$ cat config.mk
export PLATFORM = sky130hd
export DESIGN_NAME = sync_err_counter
export DESIGN_NICKNAME = d
export VERILOG_FILES = /design/src/rtl/sync_err_pkg.sv /design/src/rtl/sync_err_cfg.sv /design/src/rtl/sync_err_core.sv /design/src/rtl/sync_err_capture.sv /design/src/rtl/sync_err_counter.sv
export SDC_FILE = /design/constraint.sdc
export NUM_CORES = 1
export LEC_CHECK = 0
export BUFFER_PORTS_ARGS = -buffer_cell sky130_fd_sc_hd__buf_2
export CAP_MARGIN = 20
export CORE_ASPECT_RATIO = 0.7
export CORE_MARGIN = 2
export CORE_UTILIZATION = 30
export CTS_CLUSTER_SIZE = 8
export DETAILED_ROUTE_END_ITERATION = 10
export GPL_TIMING_DRIVEN = 0
export PLACE_DENSITY = 0.57
export SKIP_LAST_GASP = 1
export SLEW_MARGIN = 20
export SYNTH_ARGS = -nofsm -noshare
export SYNTH_HDL_FRONTEND = slang
export SYNTH_SLANG_ARGS = --single-unit
$ cat constraint.sdc
create_clock -name clk -period 3.2 [get_ports clk]
set_clock_uncertainty 0.2 [all_clocks]
set_input_delay 0.64 -clock clk [delete_from_list [all_inputs] [get_ports clk]]
set_output_delay 0.64 -clock clk [all_outputs]
set_load 0.01 [all_outputs]
$ cat src/rtl/sync_err_pkg.sv
// Shared widths, reset values and the direction type for the sync error counter.
package sync_err_pkg;
    localparam int CNT_W      = 16;
    localparam int LIM_W      = 8;
    localparam int LIM_SHIFT  = 7;
    localparam logic [CNT_W-1:0] RELOAD_RST = 16'd47999;
    localparam logic [LIM_W-1:0] LIMIT_RST  = 8'd34;

    typedef enum logic {
        DIR_UP   = 1'b0,
        DIR_DOWN = 1'b1
    } cnt_dir_e;
endpackage

$ cat src/rtl/sync_err_cfg.sv
// Configuration store for the reload value and the error limit.
// Assumes: wr_i is a level sampled each clock; writes while en_i is high are dropped.
module sync_err_cfg #(
    parameter int CNT_W = 16,
    parameter int LIM_W = 8,
    parameter logic [CNT_W-1:0] RELOAD_RST = '0,
    parameter logic [LIM_W-1:0] LIMIT_RST  = '0
) (
    input  logic             clk,
    input  logic             rst_n,
    input  logic             en_i,
    input  logic             wr_i,
    input  logic [CNT_W-1:0] reload_i,
    input  logic [LIM_W-1:0] limit_i,
    output logic [CNT_W-1:0] reload_q,
    output logic [LIM_W-1:0] limit_q
);
    // Hold configuration; accept a write only while counting is off.
    always_ff @(posedge clk) begin
        if (!rst_n) begin
            reload_q <= RELOAD_RST;
            limit_q  <= LIMIT_RST;
        end else if (wr_i && !en_i) begin
            reload_q <= reload_i;
            limit_q  <= limit_i;
        end
    end


    cfg_locked_chk: assert property (@(posedge clk) disable iff (!rst_n)
        en_i |=> ($stable(reload_q) && $stable(limit_q)));
endmodule

$ cat src/rtl/sync_err_core.sv
// Reload down/up counter. A sync loads the reload value and counts down. Zero
// flags the expected sync and turns the count upward. The up-count freezes at
// limit<<SHIFT and raises the missed flag.
// Assumes: sync_i is one clock wide and synchronous; configuration is static while en_i.
module sync_err_core
    import sync_err_pkg::*;
#(
    parameter int CNT_W     = 16,
    parameter int LIM_W     = 8,
    parameter int LIM_SHIFT = 7
) (
    input  logic             clk,
    input  logic             rst_n,
    input  logic             en_i,
    input  logic             sync_i,
    input  logic [CNT_W-1:0] reload_i,
    input  logic [LIM_W-1:0] limit_i,
    output logic [CNT_W-1:0] count_o,
    output cnt_dir_e         dir_o,
    output logic             armed_o,
    output logic             expect_o,
    output logic             miss_o
);
    localparam int LIM_EXT_W = LIM_W + LIM_SHIFT;

    logic [LIM_EXT_W-1:0] lim_shifted;
    logic [CNT_W-1:0]     out_range;
    logic [CNT_W-1:0]     count_inc;

    // Out-of-range bound formed by shifting the limit; fits the counter width.
    assign lim_shifted = {limit_i, {LIM_SHIFT{1'b0}}};
    assign out_range   = CNT_W'(lim_shifted);
    assign count_inc   = count_o + CNT_W'(1);

    // Count sequencing: reload on sync, down to zero, up to the bound, then freeze.
    always_ff @(posedge clk) begin
        if (!rst_n) begin
            count_o  <= '0;
            dir_o    <= DIR_DOWN;
            armed_o  <= 1'b0;
            expect_o <= 1'b0;
            miss_o   <= 1'b0;
        end else begin
            expect_o <= 1'b0;
            if (!en_i) begin
                armed_o <= 1'b0;
                miss_o  <= 1'b0;
            end else if (sync_i) begin
                count_o <= reload_i;
                dir_o   <= DIR_DOWN;
                armed_o <= 1'b1;
                miss_o  <= 1'b0;
            end else if (armed_o && !miss_o) begin
                if (dir_o == DIR_DOWN) begin
                    if (count_o <= CNT_W'(1)) begin
                        count_o  <= '0;
                        dir_o    <= DIR_UP;
                        expect_o <= 1'b1;
                    end else begin
                        count_o <= count_o - CNT_W'(1);
                    end
                end else if (count_o >= out_range) begin
                    miss_o <= 1'b1;
                end else begin
                    count_o <= count_inc;
                    if (count_inc == out_range) begin
                        miss_o <= 1'b1;
                    end
                end
            end
        end
    end


    reload_load_chk: assert property (@(posedge clk) disable iff (!rst_n)
        (en_i && sync_i) |=> (count_o == $past(reload_i) && dir_o == DIR_DOWN));

    expect_single_chk: assert property (@(posedge clk) disable iff (!rst_n)
        expect_o |=> !expect_o);

    expect_at_zero_chk: assert property (@(posedge clk) disable iff (!rst_n)
        expect_o |-> (count_o == '0 && dir_o == DIR_UP));

    miss_freeze_chk: assert property (@(posedge clk) disable iff (!rst_n)
        (miss_o && en_i && !sync_i) |=> ($stable(count_o) && miss_o));

    disabled_quiet_chk: assert property (@(posedge clk) disable iff (!rst_n)
        !en_i |=> (!miss_o && !expect_o && !armed_o));
endmodule

$ cat src/rtl/sync_err_capture.sv
// Atomic capture of count and direction at every sync after the arming one.
// Assumes: count_i and dir_i are the values registered before this edge.
module sync_err_capture
    import sync_err_pkg::*;
#(
    parameter int CNT_W = 16
) (
    input  logic             clk,
    input  logic             rst_n,
    input  logic             en_i,
    input  logic             sync_i,
    input  logic             armed_i,
    input  logic [CNT_W-1:0] count_i,
    input  cnt_dir_e         dir_i,
    output logic [CNT_W-1:0] cap_value_o,
    output logic             cap_down_o,
    output logic             strobe_o
);
    logic take;

    assign take = en_i && sync_i && armed_i;

    // Latch value and direction together and pulse the strobe.
    always_ff @(posedge clk) begin
        if (!rst_n) begin
            cap_value_o <= '0;
            cap_down_o  <= 1'b0;
            strobe_o    <= 1'b0;
        end else begin
            strobe_o <= take;
            if (take) begin
                cap_value_o <= count_i;
                cap_down_o  <= (dir_i == DIR_DOWN);
            end
        end
    end


    strobe_source_chk: assert property (@(posedge clk) disable iff (!rst_n)
        strobe_o |-> $past(sync_i && en_i));

    hold_between_chk: assert property (@(posedge clk) disable iff (!rst_n)
        !strobe_o |-> (cap_value_o == $past(cap_value_o) || $past(strobe_o) == 1'b0));
endmodule

$ cat src/rtl/sync_err_counter.sv
// Top of the sync-referenced frequency error counter: configuration store,
// reload down/up counter and capture stage.
// Assumes: sync_pulse is a single synchronous cycle per reference event.
module sync_err_counter
    import sync_err_pkg::*;
#(
    parameter int CNT_W     = sync_err_pkg::CNT_W,
    parameter int LIM_W     = sync_err_pkg::LIM_W,
    parameter int LIM_SHIFT = sync_err_pkg::LIM_SHIFT
) (
    input  logic             clk,
    input  logic             rst_n,
    input  logic             enable,
    input  logic             sync_pulse,
    input  logic             cfg_write,
    input  logic [CNT_W-1:0] reload_in,
    input  logic [LIM_W-1:0] limit_in,
    output logic [CNT_W-1:0] cap_value,
    output logic             cap_down,
    output logic             cap_strobe,
    output logic             expect_pulse,
    output logic             miss_flag
);
    logic [CNT_W-1:0] reload_q;
    logic [LIM_W-1:0] limit_q;
    logic [CNT_W-1:0] count;
    cnt_dir_e         dir;
    logic             armed;

    sync_err_cfg #(
        .CNT_W      (CNT_W),
        .LIM_W      (LIM_W),
        .RELOAD_RST (CNT_W'(RELOAD_RST)),
        .LIMIT_RST  (LIM_W'(LIMIT_RST))
    ) cfg_i (
        .clk      (clk),
        .rst_n    (rst_n),
        .en_i     (enable),
        .wr_i     (cfg_write),
        .reload_i (reload_in),
        .limit_i  (limit_in),
        .reload_q (reload_q),
        .limit_q  (limit_q)
    );

    sync_err_core #(
        .CNT_W     (CNT_W),
        .LIM_W     (LIM_W),
        .LIM_SHIFT (LIM_SHIFT)
    ) core_i (
        .clk      (clk),
        .rst_n    (rst_n),
        .en_i     (enable),
        .sync_i   (sync_pulse),
        .reload_i (reload_q),
        .limit_i  (limit_q),
        .count_o  (count),
        .dir_o    (dir),
        .armed_o  (armed),
        .expect_o (expect_pulse),
        .miss_o   (miss_flag)
    );

    sync_err_capture #(
        .CNT_W (CNT_W)
    ) cap_i (
        .clk         (clk),
        .rst_n       (rst_n),
        .en_i        (enable),
        .sync_i      (sync_pulse),
        .armed_i     (armed),
        .count_i     (count),
        .dir_i       (dir),
        .cap_value_o (cap_value),
        .cap_down_o  (cap_down),
        .strobe_o    (cap_strobe)
    );


    reset_quiet_chk: assert property (@(posedge clk)
        !rst_n |=> (!cap_strobe && !expect_pulse && !miss_flag));
endmodule

; Word level (Yosys, flattened, before mapping)
; Index checks and enable logic that the tools add are counted.
[word_totals]
reg_bits = 62
in_bits = 29
word_cells = 46
output_inout_bits = 20
[op_classes]
n_lt_le_gt_ge = 2
mux = 12
bitwise = 4
n_addsub = 2
eq_ne = 2
reduce_logical = 14
[op_table]
columns = operator, count
row1 = $mux 16, 5
row2 = $add 16x1->16 const B, 1
row3 = $eq 16x15->1, 1
row4 = $ge 16x15->1, 1
row5 = $le 16x1->1 const B, 1
row6 = $sub 16x1->16 const B, 1
row7 = $mux 1, 7
row8 = $reduce_and 3->1, 2
row9 = $reduce_or 5->1, 1
row10 = $logic_and 1x1->1, 4
row11 = $not 1->1, 4
row12 = $reduce_and 2->1, 2
row13 = $reduce_bool 2->1, 2
row14 = $ne 3x2->1 const B, 1
row15 = $reduce_or 3->1, 1
row16 = $logic_not 1->1, 2

; Depth between registers and ports, before layout
[logic_depth]
word_depth = 5
ltp_mapped = 10
depth_no_buf = 8

; Modules after synthesis
; A second synthesis with hierarchy kept.
[hier_totals]
cells_unflattened = 507
hier_area_um2 = 4100.2
[by_module_without_submodules]
columns = module, seq_area_each_um2, cells_per_inst, n_inst, area_each_um2
row1 = sync_err_core, 400.4, 324, 1, 2379.8
row2 = sync_err_cfg, 480.5, 106, 1, 992.2
row3 = sync_err_capture, 360.3, 77, 1, 728.2

; Worst setup path after synthesis
; OpenSTA, ideal clock, no wires.
[synth_timing]
kind = reg2reg
start = reg core_i.count_o[0]
end = reg core_i.count_o[10]
stages_incl_launch_ff = 11
path_slack_ns = 1.057
synth_period_minus_slack_ns = 2.143
required_time_ns = 2.925
arrival_time_ns = 1.868
setup_time_ns = 0.075
cell_sequence = dfxtp_1 -> buf_2 -> inv_1 -> ha_1 -> nand2_1 -> o41ai_2 -> a31oi_1 -> o21a_2 -> buf_6 -> nand3_1 -> a31oi_1
[synth_between]
elab_chain_cells = 5
word_cells_on_any_way = 11
[synth_rtl]
columns = element, line
row1 = start: declaration, sync_err_core.sv:18  ; output logic [CNT_W-1:0] count_o,
row2 = start signal: assignment, sync_err_core.sv:49  ; count_o <= reload_i;
row3 = start signal: assignment, sync_err_core.sv:60  ; count_o <= count_o - CNT_W'(1);
row4 = start signal: assignment, sync_err_core.sv:65  ; count_o <= count_inc;
row5 = $add 16x1->16 (tied with other cells), sync_err_core.sv:33  ; assign count_inc = count_o + CNT_W'(1);
row6 = "$mux 16, on equally long branches", "sync_err_core.sv:62, sync_err_core.sv:55"
row7 = $mux 16, sync_err_core.sv:54  ; if (dir_o == DIR_DOWN) begin
row8 = $mux 16, sync_err_core.sv:53  ; end else if (armed_o && !miss_o) begin
row9 = $mux 16, sync_err_core.sv:48  ; end else if (sync_i) begin
; Parallel ways exist; a longest one is shown, timed or not. The select of a mux whose other input is x is not followed.
; A chain may end at the register's enable or synchronous reset.

; Worst setup path after layout
; Ends and elaborated chain as after synthesis.

==> results.tsv <==
stage	metric	value	unit
power_and_ir_drop	leakage power	0.00176	uW
grt	first-pass GRT wire length	19.6	mm
yosys	Syn Area/Cell	7.55	um^2
power_and_ir_drop	sequential power share	0.350	
grt	M1 GR Usage	0.304	
power_and_ir_drop	Comb power frac	0.192	
worst_setup_path	CP Data Arrival Time	2.87	ns
placement	Final HPWL DP	9.59	mm
timing	Setup TNS	0	ns
final_layout	proportion of layout cells with a drive suffix above 1	0.160	
timing	worst rel slew slack	0.511	
routing	first-pass detailed-route iteration total	5	
timing	Slew Viols, Final	0	
yosys	Synth cell types	66	
worst_setup_path	Crit Path Class	register to register	
power_and_ir_drop	power per cell area	542	nW/um^2
placement	RD Place Congestion	0.966	
yosys	Syn Nets	528	
placement	Post-DP Area	4110	um^2
final_layout	Synth-to-Final Area Change	20.7	%
grt	Most Used Layer, Global Route	met1	
clocking	Post-CTS Setup Bufs	0	
yosys	Yosys top cell area share	0.337	
routing	Vias	3866	
run_status	status	completed	
yosys	flop and latch count out of synthesis	62	
clocking	Reg clk slew, reported paths	0.06	ns
clocking	cts repair resizes	0	
grt	vias in the first global route	3535	
yosys	most common cell in the netlist	nand2_1	
clocking	hold buffers post-CTS	0	
yosys	top cell type by total area after synthesis	dfxtp_1	
clocking	Clock Tree Root	clkbuf_16	
floorplan	IO Pins	49	
floorplan	core area	11900	um^2
timing	RSZ-0062 raised after global routing	no	
grt	Tot GR Track Use	0.196	
power_and_ir_drop	P_sw	682	uW
power_and_ir_drop	Pint	1730	uW
yosys	Post-synth EDFFs	0	
routing	Antenna Nets Post-Route	0	
final_layout	antenna cells	0	
routing	WL per Instance	17.7	um
grt	GR Layer Usage met2	0.266	
timing	Tmin final	2.82	ns
yosys	Top FF cell, synth	dfxtp_1	
clocking	# H-tree levels	3	
clocking	CTS Buf Count	9	
floorplan	width of the die	136	um
timing	Hold Vio Cnt, Final	0	
final_layout	Final nets	585	
floorplan	Initial Util	0.311	
routing	drt drc	0	
clocking	# clock sinks	62	
yosys	Async SR Flop Fraction	0	
timing	Final period util	0.880	
floorplan	die height	96.7	um
yosys	top cells by count, synth	nand2_1 (110), dfxtp_1 (62), a21oi_1 (44)	
yosys	top cells by area, synth	dfxtp_1 (34%), nand2_1 (11%), a21oi_1 (6.0%)	
run	max cap viols	0	
placement	PortBufs	46	
timing	Final setup viols	0	
worst_setup_path	WP data required	3.25	ns
floorplan	Die Area	13200	um^2
routing	initial drt markers	449	
timing	maximum clock rate	355	MHz
worst_setup_path	worst-path fanout max	10	
clocking	Clock Tree Buf Depth	2	
worst_setup_path	CP Capture Type	register	
yosys	Seq/Total Area, Yosys	0.337	
clocking	worst skew pair latency	0.34	ns
hold_path	hold crit path type	register to register	
clocking	CTS tree	yes	
power_and_ir_drop	clock power share	0.458	
yosys	Mapped Area	3680	um^2
grt	initial antenna violation count	0	
power_and_ir_drop	switching share of power	0.283	
power_and_ir_drop	worst vdd ir	285	uV
final_layout	final cell area excluding filler cells	4440	um^2
grt	GR Util met3	0.0425	
yosys	Warnings, synthesis	0	
yosys	Synth Instances	488	
worst_setup_path	CP Launch Type	register	
grt	grt total ovfl	0	
routing	vias per cell	5.47	
grt	largest net degree at the start of global routing	11	
routing	final wirelength	12.5	mm
floorplan	FP Rows	33	
timing	worst slew pin tran	0.728	ns
## area by class of cell
type / count / area (um^2)
plain buffers: 41 / 199
clock buffers: 13 / 270
clock inverters: 3 / 65.1
fillers: 1265 / 7410
inverters: 15 / 56.3
multi-input cells: 370 / 2190
flip-flops and latches: 62 / 1240
well taps: 157 / 196
repair buffers: 46 / 230
## power by group through the flow
stage,Clock (uW),Combinational (uW),Sequential [uW]
after detailed placement,0,451,860
after global routing,1150,509,848
after global placement,0,447,859
final,1100,464,843
after CTS,1120,454,843
after floorplan,0,327,849
## final timing paths
| kind | endpoint | slack, ns | from | cells after the start |
|---|---|---|---|---|
| worst max-delay path | core_i.count_o[10] | 0.38 | core_i.count_o[0] | 10 |
| worst min-delay path | cfg_i.limit_q[3] | 0.25 | cfg_i.limit_q[3] | 2 |
| worst max register to register | core_i.count_o[10] | 0.38 | core_i.count_o[0] | 10 |
| worst min register to register | cfg_i.limit_q[3] | 0.25 | cfg_i.limit_q[3] | 2 |
## placed cells by master (no fill, tap or decap), drive strengths merged, types with 2 or more instances in the layout
master	instances
nor4	7
o22ai	5
and3	3
o211ai	7
o31ai	2
dfxtp	62
nor2	21
a21oi	44
clkbuf	39
ha	11
o41ai	3
nand2	110
and4	4
a2111oi	2
nor2b	5
inv	14
or2	3
or3	2
xnor2	13
clkinv	2
o21ai	26
a21boi	2
o221ai	3
bufinv	2
buf	61
xor2	8
nor3b	2
o2111ai	2
o31a	4
nand3	26
a31oi	4
o21a	3
nand4	9
nor3	12
a22oi	2
nand2b	4
o32ai	2
a211oi	3
a211o	2
## metal layers
metal,vias to the layer above,share of wire
li1,1842,-
met4,0,0.015
met3,23,0.091
met2,191,0.41
met1,1810,0.49
met5,-,0
## worst max-delay path: stages (launching register included)
cell,delay (ns)
dfxtp_1,0.35
buf_2,0.24
inv_1,0.10
ha_1,0.33
nand2_1,0.13
o41ai_2,0.09
a31oi_1,0.47
o21a_2,0.36
buf_6,0.18
nand3_1,0.07
a31oi_1,0.19
## metrics by stage
stage | setup slack (ns) | std cells | util | power [uW] | hold slack [ns]
2_1_floorplan | 1.06 | 488 | - | 1180 | 0.236
3_3_place_gp | 0.458 | 691 | 0.347 | 1310 | 0.242
3_5_place_dp | 0.472 | 691 | 0.347 | 1310 | 0.247
4_1_cts | 0.446 | 707 | 0.375 | 2410 | 0.255
5_1_grt | 0.232 | 707 | 0.375 | 2510 | 0.277
6_report | 0.384 | 707 | 0.375 | 2410 | 0.252
## cells by family (layout without fill, tap and decap cells)
family,after synthesis,count (layout),synth area share
adders and majority gates,11,11,0.0374
and+or+nand+nor,211,211,0.275
xor gates and xnor gates,22,22,0.0561
buffers and inverters,56,118,0.0693
AOI/OAI and AO/OA,124,124,0.219
muxes,2,2,0.00578
DFF,62,62,0.337
## registers in the layout, indices dropped and copies added, names as in the netlist
name	flops
cap_i.cap_value_o	16
cap_i.cap_down_o	1
cfg_i.reload_q	16
cap_i.strobe_o	1
core_i.expect_o	1
core_i.count_o	16
core_i.dir_o	1
core_i.miss_o	1
cfg_i.limit_q	8
core_i.armed_o	1
(Power assumes the default switching activity.)
